--- src/rtl/dbg_brk_pkg.sv ---
package dbg_brk_pkg;
  localparam int unsigned BYTE_W = 8;

  // control byte bit positions
  localparam int unsigned B_HALT  = 7;
  localparam int unsigned B_BRKEN = 6;
  localparam int unsigned B_ACKEN = 5;
  localparam int unsigned B_LOOP  = 4;
  localparam int unsigned B_PCM   = 3;
  localparam int unsigned B_RSTRQ = 0;

  typedef struct packed {
    logic halt;
    logic brken;
    logic acken;
    logic loop;
    logic pcm;
  } ctl_t;
endpackage

--- src/rtl/dbg_ctl_reg.sv ---
module dbg_ctl_reg
  import dbg_brk_pkg::*;
(
  input  logic clk,
  input  logic rst_n,
  input  logic wr,
  input  ctl_t wfield,
  input  logic set_halt,
  input  logic ack_done,
  output ctl_t q
);
  ctl_t d;
  logic en;

  always_comb begin
    d = q;
    if (wr)       d = wfield;
    if (set_halt) d.halt = 1'b1;
    if (ack_done) d.acken = 1'b0;
  end

  assign en = wr | set_halt | ack_done;

  always_ff @(posedge clk or negedge rst_n) begin
    if (!rst_n)  q <= '0;
    else if (en) q <= d;
  end
endmodule

--- src/rtl/dbg_bp_cnt.sv ---
module dbg_bp_cnt #(
  parameter int unsigned CNT_W  = 16,
  parameter int unsigned BYTE_W = 8
) (
  input  logic              clk,
  input  logic              rst_n,
  input  logic [CNT_W/BYTE_W-1:0] byte_wr,
  input  logic [BYTE_W-1:0] wdata,
  input  logic              dec_en,
  input  logic [CNT_W-1:0]  pc,
  output logic [CNT_W-1:0]  cnt_q,
  output logic              pc_match
);
  localparam int unsigned NB = CNT_W / BYTE_W;

  logic [CNT_W-1:0] cnt_d;
  logic [CNT_W-1:0] dec_val;
  logic             en;

  always_comb begin
    dec_val = cnt_q - CNT_W'(1);
    cnt_d   = dec_en ? dec_val : cnt_q;
    for (int i = 0; i < NB; i++) begin
      if (byte_wr[i]) cnt_d[i*BYTE_W +: BYTE_W] = wdata;
    end
  end

  assign en       = dec_en | (|byte_wr);
  assign pc_match = (pc == cnt_q);

  always_ff @(posedge clk or negedge rst_n) begin
    if (!rst_n)  cnt_q <= '0;
    else if (en) cnt_q <= cnt_d;
  end
endmodule

--- src/rtl/dbg_ack_tx.sv ---
module dbg_ack_tx #(
  parameter int unsigned BYTE_W = 8,
  parameter logic [BYTE_W-1:0] ACK_BYTE = '1
) (
  input  logic              clk,
  input  logic              rst_n,
  input  logic              req,
  input  logic              ready,
  output logic              valid,
  output logic [BYTE_W-1:0] data,
  output logic              done
);
  logic              valid_d;
  logic [BYTE_W-1:0] data_d;

  assign done = valid & ready;

  always_comb begin
    valid_d = valid;
    data_d  = data;
    if (done) valid_d = 1'b0;
    if (req && !valid) begin
      valid_d = 1'b1;
      data_d  = ACK_BYTE;
    end
  end

  always_ff @(posedge clk or negedge rst_n) begin
    if (!rst_n) begin
      valid <= 1'b0;
      data  <= '0;
    end else begin
      valid <= valid_d;
      data  <= data_d;
    end
  end

  AST_ACK_HOLD: assert property (@(posedge clk) disable iff (!rst_n)
    (valid && !ready) |=> (valid && $stable(data)));
endmodule

--- src/rtl/dbg_brk_ctrl.sv ---
module dbg_brk_ctrl
  import dbg_brk_pkg::*;
#(
  parameter int unsigned CNT_W  = 16,
  parameter int unsigned ADDR_W = 2
) (
  input  logic              clk,
  input  logic              rst_n,
  input  logic [ADDR_W-1:0] reg_addr,
  input  logic              reg_wr,
  input  logic [BYTE_W-1:0] reg_wdata,
  output logic [BYTE_W-1:0] reg_rdata,
  input  logic              brk_dec,
  input  logic              instr_step,
  input  logic [CNT_W-1:0]  pc,
  output logic              halt_o,
  output logic              loop_o,
  output logic              rst_req_o,
  output logic              ack_valid,
  output logic [BYTE_W-1:0] ack_data,
  input  logic              ack_ready
);
  localparam int unsigned NB = CNT_W / BYTE_W;

  ctl_t ctl;
  ctl_t wfield;
  logic ctl_wr;
  logic [NB-1:0] byte_wr;
  logic [CNT_W-1:0] cnt;
  logic pc_match, pc_hit, brk_set, set_halt, ack_done, dec_en, rst_d;
  logic unused_wbits;

  assign ctl_wr = reg_wr && (reg_addr == '0);
  assign unused_wbits = ^reg_wdata[2:1];

  // counter bytes: address 1 is the most significant byte
  for (genvar g = 0; g < NB; g++) begin : g_bwr
    assign byte_wr[g] = reg_wr && (reg_addr == ADDR_W'(NB - g));
  end

  assign wfield = '{halt:  reg_wdata[B_HALT],  brken: reg_wdata[B_BRKEN],
                    acken: reg_wdata[B_ACKEN], loop:  reg_wdata[B_LOOP],
                    pcm:   reg_wdata[B_PCM]};

  assign brk_set  = brk_dec && ctl.brken && !ctl.loop && !ctl.halt;
  assign pc_hit   = ctl.pcm && pc_match && !ctl.halt;
  assign set_halt = brk_set | pc_hit;
  assign dec_en   = instr_step && !ctl.pcm && !ctl.halt;
  assign loop_o   = brk_dec && ctl.brken && ctl.loop;
  assign halt_o   = ctl.halt;
  assign rst_d    = ctl_wr && reg_wdata[B_RSTRQ];

  dbg_ctl_reg u_ctl (
    .clk(clk), .rst_n(rst_n), .wr(ctl_wr), .wfield(wfield),
    .set_halt(set_halt), .ack_done(ack_done), .q(ctl)
  );

  dbg_bp_cnt #(.CNT_W(CNT_W), .BYTE_W(BYTE_W)) u_cnt (
    .clk(clk), .rst_n(rst_n), .byte_wr(byte_wr), .wdata(reg_wdata),
    .dec_en(dec_en), .pc(pc), .cnt_q(cnt), .pc_match(pc_match)
  );

  dbg_ack_tx #(.BYTE_W(BYTE_W), .ACK_BYTE('1)) u_ack (
    .clk(clk), .rst_n(rst_n), .req(set_halt && ctl.acken),
    .ready(ack_ready), .valid(ack_valid), .data(ack_data), .done(ack_done)
  );

  always_ff @(posedge clk or negedge rst_n) begin
    if (!rst_n) rst_req_o <= 1'b0;
    else        rst_req_o <= rst_d;
  end

  always_comb begin
    reg_rdata = '0;
    if (reg_addr == '0) begin
      reg_rdata[B_HALT]  = ctl.halt;
      reg_rdata[B_BRKEN] = ctl.brken;
      reg_rdata[B_ACKEN] = ctl.acken;
      reg_rdata[B_LOOP]  = ctl.loop;
      reg_rdata[B_PCM]   = ctl.pcm;
    end
    for (int i = 0; i < NB; i++) begin
      if (reg_addr == ADDR_W'(NB - i)) reg_rdata = cnt[i*BYTE_W +: BYTE_W];
    end
  end

  AST_BRK_NOP: assert property (@(posedge clk) disable iff (!rst_n)
    (brk_dec && !ctl.brken && !ctl_wr && !pc_hit) |=> (halt_o == $past(halt_o)));
  AST_BRK_HALT: assert property (@(posedge clk) disable iff (!rst_n)
    (brk_dec && ctl.brken && !ctl.loop) |=> halt_o);
  AST_LOOP_NO_HALT: assert property (@(posedge clk) disable iff (!rst_n)
    (brk_dec && ctl.brken && ctl.loop && !halt_o && !pc_hit && !ctl_wr) |=> !halt_o);
  AST_PC_HALT: assert property (@(posedge clk) disable iff (!rst_n)
    (ctl.pcm && pc == cnt) |=> halt_o);
  AST_CNT_FROZEN: assert property (@(posedge clk) disable iff (!rst_n)
    (ctl.pcm && !(|byte_wr)) |=> $stable(cnt));
  AST_SET_WINS: assert property (@(posedge clk) disable iff (!rst_n)
    (set_halt && ctl_wr && !reg_wdata[B_HALT]) |=> halt_o);
endmodule

--- config.mk ---
export PLATFORM = sky130hd
export DESIGN_NAME = dbg_brk_ctrl
export DESIGN_NICKNAME = d
export VERILOG_FILES = /design/src/rtl/dbg_brk_pkg.sv /design/src/rtl/dbg_ctl_reg.sv /design/src/rtl/dbg_bp_cnt.sv /design/src/rtl/dbg_ack_tx.sv /design/src/rtl/dbg_brk_ctrl.sv
export SDC_FILE = /design/constraint.sdc
export NUM_CORES = 1
export LEC_CHECK = 0
export CAP_MARGIN = 20
export CORE_UTILIZATION = 40
export CTS_CLUSTER_DIAMETER = 30
export DETAILED_ROUTE_END_ITERATION = 10
export GPL_ROUTABILITY_DRIVEN = 1
export PLACE_DENSITY = 0.7
export RECOVER_POWER = 50
export SLEW_MARGIN = 20
export SYNTH_ARGS = -nofsm -noshare
export SYNTH_HDL_FRONTEND = slang
export SYNTH_SLANG_ARGS = --single-unit
--- constraint.sdc ---
create_clock -name clk -period 2.2 [get_ports clk]
set_input_delay 0.55 -clock clk [delete_from_list [all_inputs] [get_ports clk]]
set_output_delay 0.55 -clock clk [all_outputs]
set_load 0.01 [all_outputs]
* Yosys cells after proc, flatten, opt, wreduce, memory -nomap -nowiden
Cells that the tools add are included.
Operators by class: $add $sub $neg 1, reduce and logical (&&, ||, !) cells 30, bitwise operators 5, multiplexer cells 11, eq/ne operators 3
Operators by type and width (number):
- 8-bit 2-to-1 mux | 4
- 16-bit equality test | 1
- 16-bit 2-to-1 mux | 1
- 16-bit by 1-bit subtractor with 16-bit output, second input constant | 1
- 1-bit logical AND | 14
- 5-bit 2-to-1 mux | 2
- 2-bit AND reduction | 5
- 2-bit nonzero test | 5
- 1-bit logical NOT | 4
- 1-bit 2-to-1 mux | 4
- 1-bit bitwise OR | 4
- 2-bit by 1-bit equality test with 1-bit output, second input constant | 1
- 2-bit equality test, second input constant | 1
- 2-bit logical NOT | 1
- 2-bit OR reduction | 1
- 1-bit bitwise AND | 1
Word-level totals: flip-flop bits (word level) 24, input port bits 32

* Depth between registers and ports, before layout
depth after elaboration 7, depth in mapped cells 7, mapped depth without buffers 7

* Modules after synthesis
A second synthesis with hierarchy kept.
Unflattened totals: cells, all modules 185, area, all modules 1785.5 µm²
By module, submodules not included:
- dbg_bp_cnt | times used 1, area each 1169.9 µm², cells an instance 128, sequential area each 400.4 µm²
- dbg_brk_ctrl | times used 1, area each 270.3 µm², cells an instance 30, sequential area each 25.0 µm²
- dbg_ctl_reg | times used 1, area each 212.7 µm², cells an instance 13, sequential area each 125.1 µm²
- dbg_ack_tx | times used 1, area each 132.6 µm², cells an instance 14, sequential area each 50.0 µm²

* Worst setup path before layout
Ideal clock, no wire load.
path kind in2out, start point in reg_addr[1], end point out reg_rdata[0], path slack 0.444 ns, data arrival time 1.206 ns, path buffers 2, stages 4, cells stage by stage buf_2 > nor2b_1 > buf_2 > a22o_1
On the way: cells in the longest elaborated chain, start to end 3, elaborated cells between the ends (all ways) 4, classes of those cells eq/ne (2); mux (2)
RTL lines:
- from (decl) | line dbg_brk_ctrl.sv:9 | input logic [ADDR_W-1:0] reg_addr,
- 2-bit equality test | line dbg_brk_ctrl.sv:83 | if (reg_addr == ADDR_W'(NB - i)) reg_rdata = cnt[i*BYTE_W +: BYTE_W];
- 8-bit 2-to-1 mux | line dbg_brk_ctrl.sv:83
- 8-bit 2-to-1 mux * | line dbg_brk_ctrl.sv:83
- to (decl) | line dbg_brk_ctrl.sv:12 | output logic [BYTE_W-1:0] reg_rdata,
Mark *: on every way between the ends. The rest lies on a longest branch, timed or not.

* Worst setup path in the final report
start point in reg_addr[0], end point out reg_rdata[1]
The elaborated chain is that of the path after synthesis.

==> results.json <==
{
  "avgViaCountPerCell": 5.13,
  "irDropWorstVdd_mv": 0.362,
  "hold_class": "flop to flop",
  "crit_type": "input port to output pin",
  "static-leakage-power_nw": 0.916,
  "dpl.hpwl_um": 3330,
  "max_slew_headroom_pct": 13.2,
  "finalWeightedCongestion": 0.832,
  "start_util_pct": 41.7,
  "finalWirelength_um": 4240,
  "drc": 0,
  "synth-seq-cells": 24,
  "n_antenna_cell": 0,
  "holdBufCountCts": 0,
  "slew_viol_final": 0,
  "final_period_minus_worst_setup_slack_ns": 2.14,
  "clock_tree.htree_level_count": 1,
  "average_cell_area_after_synthesis_um2": 9.38,
  "ff2ff_setup_slack_ns": 0.37,
  "unrepaired_setup_endpoints_after_global_routing": "false",
  "sequential_element_share_of_the_synthesized_area_pct": 36.0,
  "globalRouteOverflowTotal": 0,
  "finalNetCount": 271,
  "portion_of_the_clock_cycle_consumed_by_the_worst_path_in_the_final_layout_pct": 97.2,
  "worst_ep_arrival_time_ns": 1.59,
  "die_height_um": 66.6,
  "clock_tree_from_tritoncts": "yes",
  "floorplan.core_area_mm2": 0.00400,
  "design.portCount": 52,
  "grt_pass1_vias": 1383,
  "r2r-end": "u_cnt.cnt_q[13]",
  "ys_types": 40,
  "n_fill_cell": 357,
  "whs_ns": 0.519,
  "rows": 23,
  "detailedRoute.firstPassIterationCount": 4,
  "cts_setup_buffers": 0,
  "finalHoldViolCount": 0,
  "area_delta_synth_final_pct": 38.6,
  "syn_area_mm2": 0.00167,
  "crit_path_start_kind": "input port",
  "route.detailed.wl_per_inst_um": 14.8,
  "layout_commonest_cell": "clkdlybuf4s50_1",
  "clkTransAtPathRegs_ns": 0.09,
  "ant_nets": 0,
  "worst_skew_pair.late_latency_ns": 0.27,
  "gr-usage-all-layers_pct": 20.7,
  "maximum_number_of_pins_on_one_net_before_global_route_repair": 25,
  "grt_first_pass_wirelength_um": 6760,
  "worstRegToRegCells": 6,
  "dr.first_iter.drc_count": 47,
  "setup_violations": 0,
  "critical_path_required_ns": 1.65,
  "fp.dieArea_mm2": 0.00443,
  "sequential_area_um2": 601,
  "antenna_found_initial": 0,
  "tritoncts_num_sinks": 24,
  "max_freq_ghz": 0.468,
  "timing.max_cap.violations": 0,
  "ys_warn_count": 0,
  "cp_max_fo": 5,
  "startpoint": "reg_addr[0]",
  "mostFrequentLayoutCells": "clkdlybuf4s50_1, dfrtp_1, nor2_1",
  "critPathCapture": "reg_rdata[1]",
  "fraction_of_final_layout_cells_with_drive_strength_greater_than_1_pct": 15.2,
  "skew_ns": 0.00145,
  "cts.repair.resized": 31,
  "finalPower_mw": 1.90,
  "multiInputGateArea_um2": 948,
  "synthCells": 178,
  "min-delay-start": "u_ack.valid",
  "power.density_mw_per_mm2": 822,
  "cts_buffers": 3,
  "worstSetupEndpointType": "output pin",
  "io_buffer_count": 51,
  "postSynthNetCount": 211,
  "r2r_start": "u_cnt.cnt_q[4]",
  "result_of_the_run": "finished, final reports clean",
  "dr_total_vias": 1473,
  "clock_root_buffer_master": "clkbuf_8",
  "max-clock-path-buffers": 2,
  "die_x_um": 66.6,
  "slew_at_the_pin_closest_to_its_max_slew_limit_ns": 1.30
}
## per-layer routing
| layer | vias up | GRT usage, % | wire, µm |
|---|---|---|---|
| met4 | 0 | 7.18 | 59 |
| li1 | 722 | - | - |
| met5 | - | 0 | 0 |
| met3 | 5 | 1.71 | 120 |
| met2 | 28 | 32.2 | 2020 |
| met1 | 718 | 29.8 | 2040 |
## per-stage QoR
| stage | setup slack [ns] | cells | cell area (µm²) | setup TNS, ns | util (%) |
|---|---|---|---|---|---|
| finish | 0.0625 | 287 | 2310 | 0 | 57.8 |
| global route | 0.0311 | 287 | 2310 | 0 | 57.8 |
| CTS | 0.0573 | 287 | 2350 | 0 | 58.8 |
| detailed placement | -0.465 | 282 | 2280 | -3.50 | 57.0 |
| global placement | -0.456 | 282 | 2280 | -3.34 | 57.0 |
| floorplan | 0.444 | 178 | 1670 | 0 | - |
## worst min-delay path by stage
stage          cells past startpoint  slack [ns]    endpoint
2_1_floorplan                      0        0.25   rst_req_o
3_3_place_gp                       1        0.50  u_ctl.q[2]
3_5_place_dp                       1        0.51  u_ctl.q[2]
4_1_cts                            1        0.52  u_ctl.q[2]
5_1_grt                            1        0.55  u_ctl.q[2]
6_report                           1        0.52  u_ctl.q[2]
## where the power goes
group	total (mW)	internal [mW]	switching (mW)	leakage, nW
combinational	0.786	0.454	0.332	0.606
clock	0.389	0.243	0.145	0.0357
sequential	0.727	0.550	0.177	0.274
total	1.90	1.25	0.654	0.916
## sequential cells by signal (all words and copies together) (netlist names)
name / flops
u_cnt.cnt_q: 16
u_ctl.q: 5
rst_req_o: 1
u_ack.data: 1
u_ack.valid: 1
## kinds of logic (layout without fill, tap and decap cells)
kind of cell               count (synthesis)  after routing  synth area share, %
muxes                                     10             10                 6.30
and+or+nand+nor                           68             68                 25.3
buffers and inverters                     17             76                 6.30
adders and majority gates                  1              1                0.750
DFF                                       24             24                 36.0
xor gates and xnor gates                  31             31                 16.3
AOI/OAI and AO/OA                         27             27                 9.15
## cells in the mapped netlist, drive strengths merged
library cell / number / area share, %
nand3b: 1 / 0.45
nor3b: 3 / 2.3
xor2: 17 / 8.9
xnor2: 14 / 7.3
inv: 2 / 0.45
or4: 1 / 0.45
o31ai: 1 / 0.45
buf: 12 / 5.2
or2b: 1 / 0.45
a211o: 1 / 0.52
o21ai: 5 / 1.5
nand2b: 1 / 0.38
mux2: 4 / 2.7
nor4: 5 / 3.1
and2: 1 / 0.38
or3: 2 / 0.75
a21oi: 17 / 5.1
ha: 1 / 0.75
nor2b: 2 / 0.75
dfrtp: 24 / 36
nand4b: 1 / 0.52
nand4: 2 / 0.75
nand4bb: 1 / 0.67
a22o: 3 / 1.6
mux2i: 6 / 3.6
clkbuf: 3 / 0.67
nand2: 12 / 2.7
and3: 1 / 0.38
nor2: 22 / 4.9
nor3: 9 / 4.6
nand3: 3 / 1.6
## worst max-delay path, stage by stage
cell,delay (ns)
dlygate4sd2_1,0.26
nor2b_2,0.17
buf_4,0.15
a22o_1,0.23
clkdlybuf4s15_2,0.22
## final cells by class
cell class | count | share of cell area, %
multi-input cells | 137 | 41.0
flip-flops and latches | 24 | 26.0
inverters | 2 | 0.324
well taps | 50 | 2.70
repair buffers | 70 | 26.9
clock buffers | 3 | 1.78
clock inverters | 1 | 1.30
(Power assumes the default switching activity.)
